### src/rtl/mbx_rcv_pkg.sv
package mbx_rcv_pkg;
  typedef enum logic [1:0] {
    ST_IDLE  = 2'd0,
    ST_ISSUE = 2'd1,
    ST_WAIT  = 2'd2,
    ST_POLL  = 2'd3
  } rcv_state_e;
endpackage

### src/rtl/mbx_rcv_timer.sv
module mbx_rcv_timer #(
  parameter int unsigned TIMEOUT_CYCLES = 100_000_000,
  parameter int unsigned POLL_CYCLES    = 781_250
) (
  input  logic clk_i,
  input  logic rst_ni,
  input  logic start_i,
  input  logic active_i,
  input  logic wait_en_i,
  output logic wait_done_o,
  output logic deadline_o
);
  localparam int unsigned WW = $clog2(POLL_CYCLES + 1);
  localparam int unsigned EW = $clog2(TIMEOUT_CYCLES + POLL_CYCLES + 3);
  localparam logic [WW-1:0] WLAST = WW'(POLL_CYCLES - 1);
  localparam logic [EW-1:0] ELIM  = EW'(TIMEOUT_CYCLES);

  logic [WW-1:0] wcnt_q;
  logic [EW-1:0] elapsed_q;

  assign wait_done_o = wait_en_i && (wcnt_q == WLAST);
  assign deadline_o  = elapsed_q >= ELIM;

  // interval counter: runs only while waiting between polls
  always_ff @(posedge clk_i or negedge rst_ni) begin
    if (!rst_ni)           wcnt_q <= '0;
    else if (!wait_en_i)   wcnt_q <= '0;
    else if (wait_done_o)  wcnt_q <= '0;
    else                   wcnt_q <= wcnt_q + 1'b1;
  end

  // deadline counter: cycles since the abort write
  always_ff @(posedge clk_i or negedge rst_ni) begin
    if (!rst_ni)                                elapsed_q <= '0;
    else if (start_i)                           elapsed_q <= EW'(1);
    else if (active_i && (elapsed_q != '1))     elapsed_q <= elapsed_q + 1'b1;
  end

  p_wait_in_range_r2: assert property (@(posedge clk_i) disable iff (!rst_ni)
    wait_en_i && !wait_done_o |=> wait_en_i |-> (wcnt_q != '0));
endmodule

### src/rtl/mbx_rcv_flags.sv
module mbx_rcv_flags (
  input  logic clk_i,
  input  logic rst_ni,
  input  logic cancel_i,
  input  logic kill_i,
  input  logic init_ok_i,
  output logic dead_o,
  output logic cancelled_o,
  output logic up_o
);
  logic dead_q, cancel_q, up_q;

  always_ff @(posedge clk_i or negedge rst_ni) begin
    if (!rst_ni) begin
      dead_q   <= 1'b0;
      cancel_q <= 1'b0;
      up_q     <= 1'b0;
    end else begin
      dead_q   <= dead_q | cancel_i | kill_i;
      cancel_q <= cancel_q | cancel_i;
      up_q     <= up_q | init_ok_i;
    end
  end

  assign dead_o      = dead_q;
  assign cancelled_o = cancel_q;
  assign up_o        = up_q;

  p_dead_sticky_r8: assert property (@(posedge clk_i) disable iff (!rst_ni)
    dead_o |=> dead_o);
  p_cancel_sets_dead_r7: assert property (@(posedge clk_i) disable iff (!rst_ni)
    cancel_i |=> dead_o && cancelled_o);
endmodule

### src/rtl/mbx_rcv_gate.sv
module mbx_rcv_gate (
  input  logic clk_i,
  input  logic rst_ni,
  input  logic submit_i,
  input  logic up_i,
  input  logic dead_i,
  input  logic cancel_i,
  input  logic idle_i,
  output logic grant_o,
  output logic reject_o
);
  logic ok;
  logic grant_q, reject_q;

  assign ok = up_i && !dead_i && !cancel_i && idle_i;

  always_ff @(posedge clk_i or negedge rst_ni) begin
    if (!rst_ni) begin
      grant_q  <= 1'b0;
      reject_q <= 1'b0;
    end else begin
      grant_q  <= submit_i && ok;
      reject_q <= submit_i && !ok;
    end
  end

  assign grant_o  = grant_q;
  assign reject_o = reject_q;

  p_one_answer_r9: assert property (@(posedge clk_i) disable iff (!rst_ni)
    submit_i |=> grant_o ^ reject_o);
  p_grant_alive_r9: assert property (@(posedge clk_i) disable iff (!rst_ni)
    grant_o |-> up_i && !dead_i);
endmodule

### src/rtl/mbx_rcv_fsm.sv
module mbx_rcv_fsm
  import mbx_rcv_pkg::*;
(
  input  logic       clk_i,
  input  logic       rst_ni,
  input  logic       abort_req_i,
  input  logic       cancel_i,
  input  logic       cancelled_i,
  input  logic       dead_i,
  input  logic       stat_busy_i,
  input  logic       stat_err_i,
  input  logic       wait_done_i,
  input  logic       deadline_i,
  output rcv_state_e state_o,
  output logic       ctrl_abort_o,
  output logic       stat_rd_o,
  output logic       done_o,
  output logic       fail_o,
  output logic       kill_o,
  output logic       init_ok_o
);
  rcv_state_e state_q, state_d;
  logic init_pend_q, init_pend_d;
  logic is_init_q, is_init_d;
  logic done_q, done_d, fail_q, fail_d;
  logic blocked, clean;

  assign blocked = dead_i | cancelled_i | cancel_i;
  assign clean   = !stat_busy_i && !stat_err_i;

  always_comb begin
    state_d     = state_q;
    init_pend_d = init_pend_q;
    is_init_d   = is_init_q;
    done_d      = 1'b0;
    fail_d      = 1'b0;
    kill_o      = 1'b0;
    init_ok_o   = 1'b0;
    unique case (state_q)
      ST_IDLE: begin
        if (blocked) begin
          fail_d      = abort_req_i;
          init_pend_d = 1'b0;
        end else if (init_pend_q || abort_req_i) begin
          state_d     = ST_ISSUE;
          is_init_d   = init_pend_q;
          init_pend_d = 1'b0;
        end
      end
      ST_ISSUE: begin
        if (blocked) begin
          fail_d  = 1'b1;
          state_d = ST_IDLE;
        end else begin
          state_d = ST_WAIT;
        end
      end
      ST_WAIT: begin
        if (blocked) begin
          fail_d  = 1'b1;
          state_d = ST_IDLE;
        end else if (wait_done_i) begin
          state_d = ST_POLL;
        end
      end
      ST_POLL: begin
        if (blocked) begin
          fail_d  = 1'b1;
          state_d = ST_IDLE;
        end else if (clean) begin
          done_d    = 1'b1;
          init_ok_o = is_init_q;
          state_d   = ST_IDLE;
        end else if (deadline_i) begin
          fail_d  = 1'b1;
          kill_o  = 1'b1;
          state_d = ST_IDLE;
        end else begin
          state_d = ST_WAIT;
        end
      end
      default: state_d = ST_IDLE;
    endcase
  end

  always_ff @(posedge clk_i or negedge rst_ni) begin
    if (!rst_ni) begin
      state_q     <= ST_IDLE;
      init_pend_q <= 1'b1;
      is_init_q   <= 1'b0;
      done_q      <= 1'b0;
      fail_q      <= 1'b0;
    end else begin
      state_q     <= state_d;
      init_pend_q <= init_pend_d;
      is_init_q   <= is_init_d;
      done_q      <= done_d;
      fail_q      <= fail_d;
    end
  end

  assign state_o      = state_q;
  assign ctrl_abort_o = (state_q == ST_ISSUE);
  assign stat_rd_o    = (state_q == ST_POLL);
  assign done_o       = done_q;
  assign fail_o       = fail_q;

  p_result_excl_r10: assert property (@(posedge clk_i) disable iff (!rst_ni)
    !(done_o && fail_o));
  p_done_after_clean_r3: assert property (@(posedge clk_i) disable iff (!rst_ni)
    done_o |-> $past(stat_rd_o && !stat_busy_i && !stat_err_i));
  p_err_not_success_r11: assert property (@(posedge clk_i) disable iff (!rst_ni)
    stat_rd_o && stat_err_i |=> !done_o);
  p_no_read_after_cancel_r7: assert property (@(posedge clk_i) disable iff (!rst_ni)
    cancel_i |=> !stat_rd_o && !ctrl_abort_o);
endmodule

### src/rtl/mbx_recovery_ctrl.sv
module mbx_recovery_ctrl
  import mbx_rcv_pkg::*;
#(
  parameter int unsigned TIMEOUT_CYCLES = 100_000_000,
  parameter int unsigned POLL_DIV       = 128
) (
  input  logic clk_i,
  input  logic rst_ni,
  input  logic abort_req_i,
  input  logic cancel_i,
  input  logic submit_i,
  input  logic stat_busy_i,
  input  logic stat_err_i,
  output logic ctrl_abort_o,
  output logic stat_rd_o,
  output logic done_o,
  output logic fail_o,
  output logic dead_o,
  output logic up_o,
  output logic submit_grant_o,
  output logic submit_reject_o
);
  localparam int unsigned POLL_RAW    = TIMEOUT_CYCLES / POLL_DIV;
  localparam int unsigned POLL_CYCLES = (POLL_RAW == 0) ? 1 : POLL_RAW;

  rcv_state_e state;
  logic wait_done, deadline, kill, init_ok, cancelled;

  mbx_rcv_fsm i_fsm (
    .clk_i        (clk_i),
    .rst_ni       (rst_ni),
    .abort_req_i  (abort_req_i),
    .cancel_i     (cancel_i),
    .cancelled_i  (cancelled),
    .dead_i       (dead_o),
    .stat_busy_i  (stat_busy_i),
    .stat_err_i   (stat_err_i),
    .wait_done_i  (wait_done),
    .deadline_i   (deadline),
    .state_o      (state),
    .ctrl_abort_o (ctrl_abort_o),
    .stat_rd_o    (stat_rd_o),
    .done_o       (done_o),
    .fail_o       (fail_o),
    .kill_o       (kill),
    .init_ok_o    (init_ok)
  );

  mbx_rcv_timer #(
    .TIMEOUT_CYCLES (TIMEOUT_CYCLES),
    .POLL_CYCLES    (POLL_CYCLES)
  ) i_timer (
    .clk_i       (clk_i),
    .rst_ni      (rst_ni),
    .start_i     (state == ST_ISSUE),
    .active_i    ((state == ST_WAIT) || (state == ST_POLL)),
    .wait_en_i   (state == ST_WAIT),
    .wait_done_o (wait_done),
    .deadline_o  (deadline)
  );

  mbx_rcv_flags i_flags (
    .clk_i       (clk_i),
    .rst_ni      (rst_ni),
    .cancel_i    (cancel_i),
    .kill_i      (kill),
    .init_ok_i   (init_ok),
    .dead_o      (dead_o),
    .cancelled_o (cancelled),
    .up_o        (up_o)
  );

  mbx_rcv_gate i_gate (
    .clk_i    (clk_i),
    .rst_ni   (rst_ni),
    .submit_i (submit_i),
    .up_i     (up_o),
    .dead_i   (dead_o),
    .cancel_i (cancel_i),
    .idle_i   (state == ST_IDLE),
    .grant_o  (submit_grant_o),
    .reject_o (submit_reject_o)
  );

  p_no_access_dead_r6: assert property (@(posedge clk_i) disable iff (!rst_ni)
    dead_o |-> !ctrl_abort_o && !stat_rd_o);
  p_fail_dead_r4: assert property (@(posedge clk_i) disable iff (!rst_ni)
    fail_o && !$past(cancel_i) && !$past(dead_o) |-> dead_o || $past(state) != ST_POLL);
endmodule

### config.mk
export PLATFORM = sky130hd
export DESIGN_NAME = mbx_recovery_ctrl
export DESIGN_NICKNAME = d
export VERILOG_FILES = /design/src/rtl/mbx_rcv_pkg.sv /design/src/rtl/mbx_rcv_timer.sv /design/src/rtl/mbx_rcv_flags.sv /design/src/rtl/mbx_rcv_gate.sv /design/src/rtl/mbx_rcv_fsm.sv /design/src/rtl/mbx_recovery_ctrl.sv
export SDC_FILE = /design/constraint.sdc
export NUM_CORES = 1
export LEC_CHECK = 0
export ABC_AREA = 1
export CORE_MARGIN = 4
export CORE_UTILIZATION = 39
export CTS_BUF_LIST = sky130_fd_sc_hd__clkbuf_4 sky130_fd_sc_hd__clkbuf_8
export CTS_CLUSTER_SIZE = 25
export DETAILED_ROUTE_END_ITERATION = 16
export GPL_TIMING_DRIVEN = 0
export SETUP_SLACK_MARGIN = 0.15
export SLEW_MARGIN = 5
export SYNTH_ARGS = -nofsm -noshare
export SYNTH_HDL_FRONTEND = slang
export SYNTH_SLANG_ARGS = --single-unit
### constraint.sdc
create_clock -name clk_i -period 4.25 [get_ports clk_i]
set_input_delay 0.85 -clock clk_i [delete_from_list [all_inputs] [get_ports clk_i]]
set_output_delay 0.85 -clock clk_i [all_outputs]
set_load 0.02 [all_outputs]
==> Word level (Yosys, flattened, before mapping) <==
Cells that the tools add are included.
{ "classes": {"add_sub_neg": 2, "n_eq_ne": 8, "bitwise": 7, "mux": 29, "magnitude_cmp": 1, "n_reduce_logical": 22} }
{ "ops": {"columns": ["operator", "count"], "rows": [
  ["$mux 27", 2],
  ["$mux 20", 2],
  ["$add 27x1->27 const B", 1],
  ["$ge 27x27->1 const B", 1],
  ["$ne 27x27->1 const B", 1],
  ["$add 20x1->20 const B", 1],
  ["$eq 20x20->1 const B", 1],
  ["$mux 2", 8],
  ["$mux 1", 15],
  ["$logic_and 1x1->1", 8],
  ["$pmux 2 s4", 1],
  ["$or 1x1->1", 6],
  ["$reduce_and 3->1", 2],
  ["$logic_not 1->1", 5],
  ["$eq 2x2->1 const B", 2],
  ["$ne 2x2->1 const B", 2],
  ["$reduce_bool 2->1", 2],
  ["$ne 3x3->1 const B", 1],
  ["$pmux 1 s3", 1],
  ["$eq 2x1->1 const B", 1],
  ["$logic_not 2->1", 1],
  ["$logic_or 1x1->1", 2],
  ["$reduce_and 2->1", 1],
  ["$reduce_or 2->1", 1],
  ["$not 1->1", 1]
]} }
{ "totals": {"word_cells": 81, "in_bits": 7, "reg_bits": 58} }

==> Depth between registers and ports, before layout <==
Gate-level depths: netlist of run 1.
{ "logic_depth": {"ltp_word": 6, "mapped_depth": 10, "depth_no_buf": 9} }

==> Cells and area by module <==
Synthesis of run 1 repeated with hierarchy kept, for this count alone.
{ "unflattened": {"cells_unflattened": 549, "area_unflattened_um2": 3743.6} }
{ "by_module_without_submodules": {"columns": ["mod", "seq_area_each_um2", "area_per_inst_um2", "n_inst", "cells_each"], "rows": [
  ["mbx_rcv_timer", 1176.1, 3081.7, 1, 461],
  ["mbx_rcv_fsm", 151.4, 455.4, 1, 65],
  ["mbx_rcv_flags", 75.1, 98.8, 1, 8],
  ["mbx_rcv_gate", 50.0, 82.6, 1, 9],
  ["mbx_recovery_ctrl", 0.0, 25.0, 1, 6]
]} }

==> Least setup slack after synthesis of run 1 <==
Ideal clock, no wire load.
{ "synth_path": {"kind": "input-to-reg", "from": "in cancel_i", "to": "reg i_fsm.state_q[0] (netlist: i_fsm.state_o[0])", "stages": 6, "t_required_ns": 4.166, "slack_ns": 2.496, "arrival_time_ns": 1.670, "path_cell_list": "nor2_1 > nand2_1 > a21oi_1 > or2_2 > nand2_1 > a21boi_0"} }
{ "synth_between": {"elab_chain_len": 3} }
{ "synth_lines": {"columns": ["item", "line", "rtl"], "rows": [
  ["start, declared", "mbx_recovery_ctrl.sv:10", "input logic cancel_i,"],
  ["$or 1x1->1 (*)", "mbx_rcv_fsm.sv:28", "assign blocked = dead_i | cancelled_i | cancel_i;"],
  ["$mux 2, or another cell as far along", "mbx_rcv_fsm.sv:67", "if (blocked) begin"],
  ["$pmux 2 s4 or $reduce_and 3->1 (tied branches)", null, null],
  ["end signal, assigned", "mbx_rcv_fsm.sv:94", "state_q <= state_d;"],
  ["end, declared", "mbx_rcv_fsm.sv:22", "rcv_state_e state_q, state_d;"]
]} }
Mark *: on every way between the ends. The rest lies on a longest branch, timed or not.
A chain may end at the register's enable or synchronous reset.

==> Worst setup path in the final report of run 1 <==
{ "layout_path": {"from": "reg i_fsm.state_q[1] (netlist: i_fsm.state_o[1])", "to": "out ctrl_abort_o"} }
{ "layout_between": {"elab_chain_len": 1} }
{ "layout_lines": {"columns": ["item", "line", "rtl"], "rows": [
  ["$eq 2x1->1", "mbx_rcv_fsm.sv:103", "assign ctrl_abort_o = (state_q == ST_ISSUE);"],
  ["end, declared", "mbx_recovery_ctrl.sv:14", "output logic ctrl_abort_o,"]
]} }
No other way between the ends.

==> results of run 1 <==
[per-layer routing]
| metal | share of wire [%] | vias up | GRT usage, % |
|---|---|---|---|
| met5 | 0 | - | 0 |
| li1 | - | 1640 | - |
| met3 | 3.6 | 9 | 3.731 |
| met2 | 46 | 45 | 26.03 |
| met4 | 1.2 | 0 | 4.463 |
| met1 | 49 | 1474 | 22.68 |
[cell families after synthesis]
group           count (synthesis)  share of synthesized area (%)
simple gates                  322                          38.97
xor+xnor                       22                          5.386
buf+inv                        55                          6.750
flops                          58                          40.61
fa+ha+maj                       8                          2.798
compound gates                 36                          5.491
[state kept, by name (all words and copies together), names as in the netlist]
register             flops
i_flags.cancelled_o      1
i_flags.dead_o           1
i_flags.up_o             1
i_fsm.done_o             1
i_fsm.fail_o             1
i_fsm.init_pend_q        1
i_fsm.is_init_q          1
i_fsm.state_o            2
i_gate.grant_o           1
i_gate.reject_o          1
i_timer.elapsed_q       27
i_timer.wcnt_q          20
[cells in the final DEF (no fill, tap or decap), drive strengths merged]
cell type,Yosys,layout
a21boi,1,1
a21o,1,1
a21oi,10,10
a31oi,2,2
and3,1,1
buf,6,7
clkbuf,3,16
clkdlybuf4s50,0,13
clkinv,1,3
clkinvlp,0,1
dfrtp,57,57
dfstp,1,1
ha,8,8
inv,45,45
nand2,157,157
nand3,41,41
nand3b,1,1
nand4,8,8
nor2,94,94
nor3,13,13
nor3b,2,2
nor4,1,1
o21ai,20,20
o21bai,2,2
or2,4,4
xnor2,5,5
xor2,17,17
[critical path, cell delays in order (launching register included)]
cell,delay (ns)
dfrtp_1,0.43
inv_1,0.12
ha_1,0.26
clkdlybuf4s50_1,0.64
[layout make-up]
class                   instances  area [um2]
flip-flops and latches         58        1453
clock buffers                  13       160.2
multi-input cells             388        1883
repair buffers                 14       137.6
well taps                     108       135.1
fillers                       894        4778
clock inverters                 3       17.52
inverters                      46       172.7
plain buffers                   9       68.82
[metrics by stage]
step	worst slack [ns]	power, mW
5_1_grt	1.516	1.541
6_report	1.621	1.448
3_3_place_gp	0.3943	0.9958
3_5_place_dp	1.797	0.9969
2_1_floorplan	2.496	0.8716
4_1_cts	1.604	1.467
[where the power goes]
| part | leakage [nW] | switching (mW) | internal (mW) |
|---|---|---|---|
| clock network | 0.0937 | 0.219 | 0.245 |
| logic | 0.891 | 0.246 | 0.125 |
| registers | 0.786 | 0.0332 | 0.579 |
| total | 1.77 | 0.498 | 0.950 |
[final timing paths]
path / startpoint / to / slack (ns)
worst max register to register: i_timer.elapsed_q[0] / i_timer.elapsed_q[14] / 2.23
worst max-delay path: i_fsm.state_o[1] / ctrl_abort_o / 1.62
worst min register to register: i_flags.cancelled_o / i_flags.cancelled_o / 0.47
worst min-delay path: i_flags.cancelled_o / i_flags.cancelled_o / 0.47
max in group asynchronous: rst_ni / i_timer.elapsed_q[0] / 3.16
min in group asynchronous: rst_ni / i_timer.elapsed_q[4] / 0.59
==> impl_metrics.tcl, run 1 <==
set metrics [dict create \
    outcome "completed" \
    yosys_warnings 0 \
    coreArea_um2 8806 \
    grt_usage_pct 16.43 \
    synth_area_leaders "dfrtp_1 40%, nand2_1 16%, nor2_1 9.5%" \
    fp.dieArea_um2 10770 \
    synth_ff_type "dfrtp_1" \
    synth_top_cells_by_count "153 x nand2_1, 91 x nor2_1, 57 x dfrtp_1, 44 x inv_1, 38 x nand3_1" \
    cts-resized-gates 0 \
    clkTransAtPathRegs_ns 0.07 \
    crit_required_ns 3.40 \
    final_nets 541 \
    cts_setup_buffers 0 \
    rows 34 \
    hold_viol_final 0 \
    finalCoreUtilization_pct 45.74 \
    ctsLongestPathBuffers 2 \
    yosysTopAreaCell "dfrtp_1" \
    leakage_nw 1.771 \
    slew-limit-headroom_pct 49.13 \
    wire_per_inst_um 12.74 \
    ir_drop_mv 0.1830 \
    dieHeight_um 103.8 \
    dp_hpwl_um 6133 \
    antenna_found_initial 0 \
    worst_slew_pin_slew_ns 0.7631 \
    grt_pass1_wl_um 14640 \
    fmax_mhz 380.4 \
    htreeDepth 3 \
    grt_pass1_vias 3102 \
    cts_buffers 9 \
    drt_pass1_iterations 4 \
    netlist_area_um2 3577 \
    cts_hold_buf 0 \
    ys_types 36 \
    drive_above_1_share_pct 7.910 \
    cts_sinks 58 \
    rsz0062_at_grt "no" \
    die_w_um 103.8 \
    period_needed_ns 2.629 \
    yosys.area.top_type_share_pct 39.87 \
    clk_latency_ns 0.34 \
    synth_seq_cells 58 \
    timing.hold.ws_ns 0.4746 \
    place.port_buffers 14 \
    max-cap-violations 0 \
    cp-start-kind "register" \
    tns_ns 0 \
    grt_remaining_overflow 0 \
    start_util_pct 40.62 \
    n_antenna_cell 0 \
    drv_slew 0 \
    seq_area_frac_synth_pct 40.61 \
    design_area_um2 4028 \
    path_class "register to primary output" \
    r2r_cells 8 \
    critPathMaxFanout 5 \
    crit_path_end_kind "primary output" \
    drc_errors 0 \
    ios 15 \
    powerDensity_nw_per_um2 359.5 \
    min_path_type "register to register" \
    fin_cells 639 \
    antenna_left 0 \
    syn_avg_cell_area_um2 7.140 \
    postSynth.asyncResetShare_pct 100.0 \
    root_buffer "clkbuf_8" \
    drt_iter0_drc 155 \
    finalSetupViolations 0 \
    routed_wl_um 8138 \
    vias 3168 \
    syn_nets 516 \
    finalClockSkew_ns 0.007104 \
    area_growth_pct 12.59 \
    tritoncts "built" \
    yosysMostFrequentCell "nand2_1" \
    grt_max_degree 59 \
    worstPathArrival_ns 1.78 \
    dpl_cell_area_um2 3850 \
    period_share_pct 61.85 \
    synth_edf_count 0 \
    routed_via_density 4.958 \
    dp_cells 623 \
    synthCells 501 \
    gp_congestion 0.8876 \
    hold_depth 1 \
]
Note: power is estimated with default switching activity, not from simulation.
==> run 2: changes to the inputs <==
==> constraint.sdc (replaced) <==
create_clock -name clk_i -period 2.4 [get_ports clk_i]
set_input_delay 0.48 -clock clk_i [delete_from_list [all_inputs] [get_ports clk_i]]
set_output_delay 0.48 -clock clk_i [all_outputs]
set_load 0.02 [all_outputs]
==> run 2 against run 1 <==
Effect of this change:
- combinational power up 75%
- critical path type unchanged
- non-clock buffer count unchanged
- die area unchanged
- setup slack worse by 1.3 ns
- sequential power up 76%
==> impl_metrics.tcl, run 2 (same netlist as run 1, synthesis figures left out) <==
set metrics [dict create \
    outcome "completed" \
    dieHeight_um 103.8 \
    finalSetupViolations 0 \
    crit_buf_inv 1 \
    vias 3168 \
    powerDensity_nw_per_um2 635.3 \
    cp-start-kind "register" \
    r2r_cells 8 \
    multi_input_area_um2 1883 \
    slew-limit-headroom_pct 49.13 \
    coreArea_um2 8806 \
    routed_via_density 4.958 \
    area_growth_pct 12.56 \
    period_needed_ns 2.094 \
    r2r_start "i_timer.elapsed_q[0]" \
    fp.dieArea_um2 10770 \
    crit_family "buffers and inverters" \
    grt_remaining_overflow 0 \
    register_area_um2 1453 \
    drt_pass1_iterations 4 \
    final_nets 541 \
    min_path_type "primary input to asynchronous set/reset pin" \
    htreeDepth 3 \
    ctsLongestPathBuffers 2 \
    rsz0062_at_grt "no" \
    max_stage_delay_ns 0.63 \
    crit_path_end_kind "primary output" \
    tritoncts "built" \
    drv_slew 0 \
    ir_drop_mv 0.3241 \
    regMostFlops "i_timer.elapsed_q" \
    cts_setup_buffers 0 \
    drt_iter0_drc 155 \
    layout_commonest_cell "nand2_1" \
    cts_sinks 58 \
    ios 15 \
    crit_required_ns 1.92 \
    start_util_pct 40.62 \
    grt_util_met3_pct 3.731 \
    gr-max-usage-layer "met2" \
    hold_viol_final 0 \
    die_w_um 103.8 \
    grt_util_met1_pct 22.68 \
    r2r_end "i_timer.elapsed_q[14]" \
    drc_errors 0 \
    n_antenna_cell 0 \
    period_share_pct 87.23 \
    antenna_left 0 \
    antenna_found_initial 0 \
    worstPathArrival_ns 1.61 \
    rows 34 \
    critPathMaxFanout 5 \
    cts_buffers 9 \
    routed_wl_um 8138 \
    wire_per_inst_um 12.74 \
    root_buffer "clkbuf_8" \
    timing.hold.ws_ns 0.2186 \
    clk_latency_ns 0.34 \
    nFillCells 895 \
    clkTransAtPathRegs_ns 0.06 \
    dp_hpwl_um 6133 \
    fmax_mhz 477.6 \
    leakage_nw 1.773 \
    grt_max_degree 59 \
    worst_slew_pin_slew_ns 0.7630 \
    reg2reg_setup_slack_ns 0.38 \
    met2_usage_pct 26.03 \
    finalCoreUtilization_pct 45.72 \
    gp_congestion 0.8876 \
    grt_pass1_wl_um 14640 \
    grt_usage_pct 16.43 \
    largest_reg_flops 27 \
    path_class "register to primary output" \
    finalClockSkew_ns 0.007104 \
    critical_path.cell_chain "ha_1 > clkdlybuf4s50_1" \
    max-cap-violations 0 \
    crit_slowest_cell "clkdlybuf4s50_1" \
    drive_above_1_share_pct 7.910 \
    final_cell_mix "153 x nand2_1, 91 x nor2_1, 57 x dfrtp_1, 44 x inv_1, 38 x nand3_1" \
    place.port_buffers 14 \
    grt_pass1_vias 3102 \
]
-- run 2: cell types whose count changed in the layout (fill, tap and decap cells not counted) --
cell | before | now
clkdlybuf4s50_1 | 13 | 12
dlygate4sd2_1 | 0 | 1
-- run 2: metal layers --
layer	vias up	share of wire, %
met1	1474	49
met5	-	0
met2	45	46
met4	0	1.2
li1	1640	-
met3	9	3.6
-- run 2: report_power, final --
part / total (mW) / switching (mW) / internal, mW
clock network: 0.822 / 0.387 / 0.434
registers: 1.08 / 0.0587 / 1.03
logic: 0.651 / 0.436 / 0.215
-- run 2: per-stage QoR --
step | instances | TNS, ns | power, mW | worst slack [ns] | area (um2)
floorplan | 501 | 0 | 1.543 | 0.8607 | 3577
global placement | 623 | -62.08 | 1.763 | -1.086 | 3852
detailed placement | 623 | 0 | 1.765 | 0.3169 | 3850
CTS | 639 | 0 | 2.591 | 0.2802 | 4026
global route | 639 | 0 | 2.723 | 0.2322 | 4026
finish | 639 | 0 | 2.558 | 0.3064 | 4026
-- run 2: what timing repair did --
action | 4_1_cts | 5_1_grt
hold buffers | 0 | 0
resized for setup | 1 | 0
endpoints found under the setup margin | 1 | 0
-- run 2: worst max path at each step --
stage                     startpoint                     to  slack [ns]  cells past startpoint
global placement              rst_ni         i_gate.grant_o       -1.09                      1
CTS                 i_fsm.state_o[1]              stat_rd_o        0.28                      2
detailed placement          cancel_i       i_fsm.state_o[0]        0.32                      7
floorplan           i_fsm.state_o[1]  i_timer.elapsed_q[20]        0.86                      6
finish              i_fsm.state_o[1]              stat_rd_o        0.31                      2
global route        i_fsm.state_o[1]              stat_rd_o        0.23                      2
-- run 2: area by class of cell --
class	count	share of cell area [%]
Tap cell	108	3.356
Timing Repair Buffer	14	3.387
Clock buffer	13	3.978
Multi-Input combinational cell	388	46.77
Clock inverter	3	0.4351
Sequential cell	58	36.08
Inverter	46	4.288
Buffer	9	1.709
==> run 3: changes to the inputs <==
--- a/config.mk
+++ b/config.mk
@@ -6,6 +6,7 @@
 export NUM_CORES = 1
 export LEC_CHECK = 0
 export ABC_AREA = 1
+export ABC_CLOCK_PERIOD_IN_PS = 2600
 export CORE_MARGIN = 4
 export CORE_UTILIZATION = 39
 export CTS_BUF_LIST = sky130_fd_sc_hd__clkbuf_4 sky130_fd_sc_hd__clkbuf_8
==> constraint.sdc (replaced) <==
create_clock -name clk_i -period 2.6 [get_ports clk_i]
set_input_delay 0.52 -clock clk_i [delete_from_list [all_inputs] [get_ports clk_i]]
set_output_delay 0.52 -clock clk_i [all_outputs]
set_load 0.02 [all_outputs]
==> results of run 3 <==
The final DEF is identical to that of run 1. Status: completed.
Among the figures that moved: setup slack after placement 1.797 ns -> 0.4769 ns; clock-pin slew on the worst setup and hold paths 0.07 ns -> 0.06 ns; setup slack after layout 1.621 ns -> 0.3014 ns; hold slack 0.4746 ns -> 0.2587 ns; register-to-register setup slack 2.23 ns -> 0.58 ns; total power 1.448 mW -> 2.367 mW; worst IR drop on VDD 0.1830 mV -> 0.2991 mV
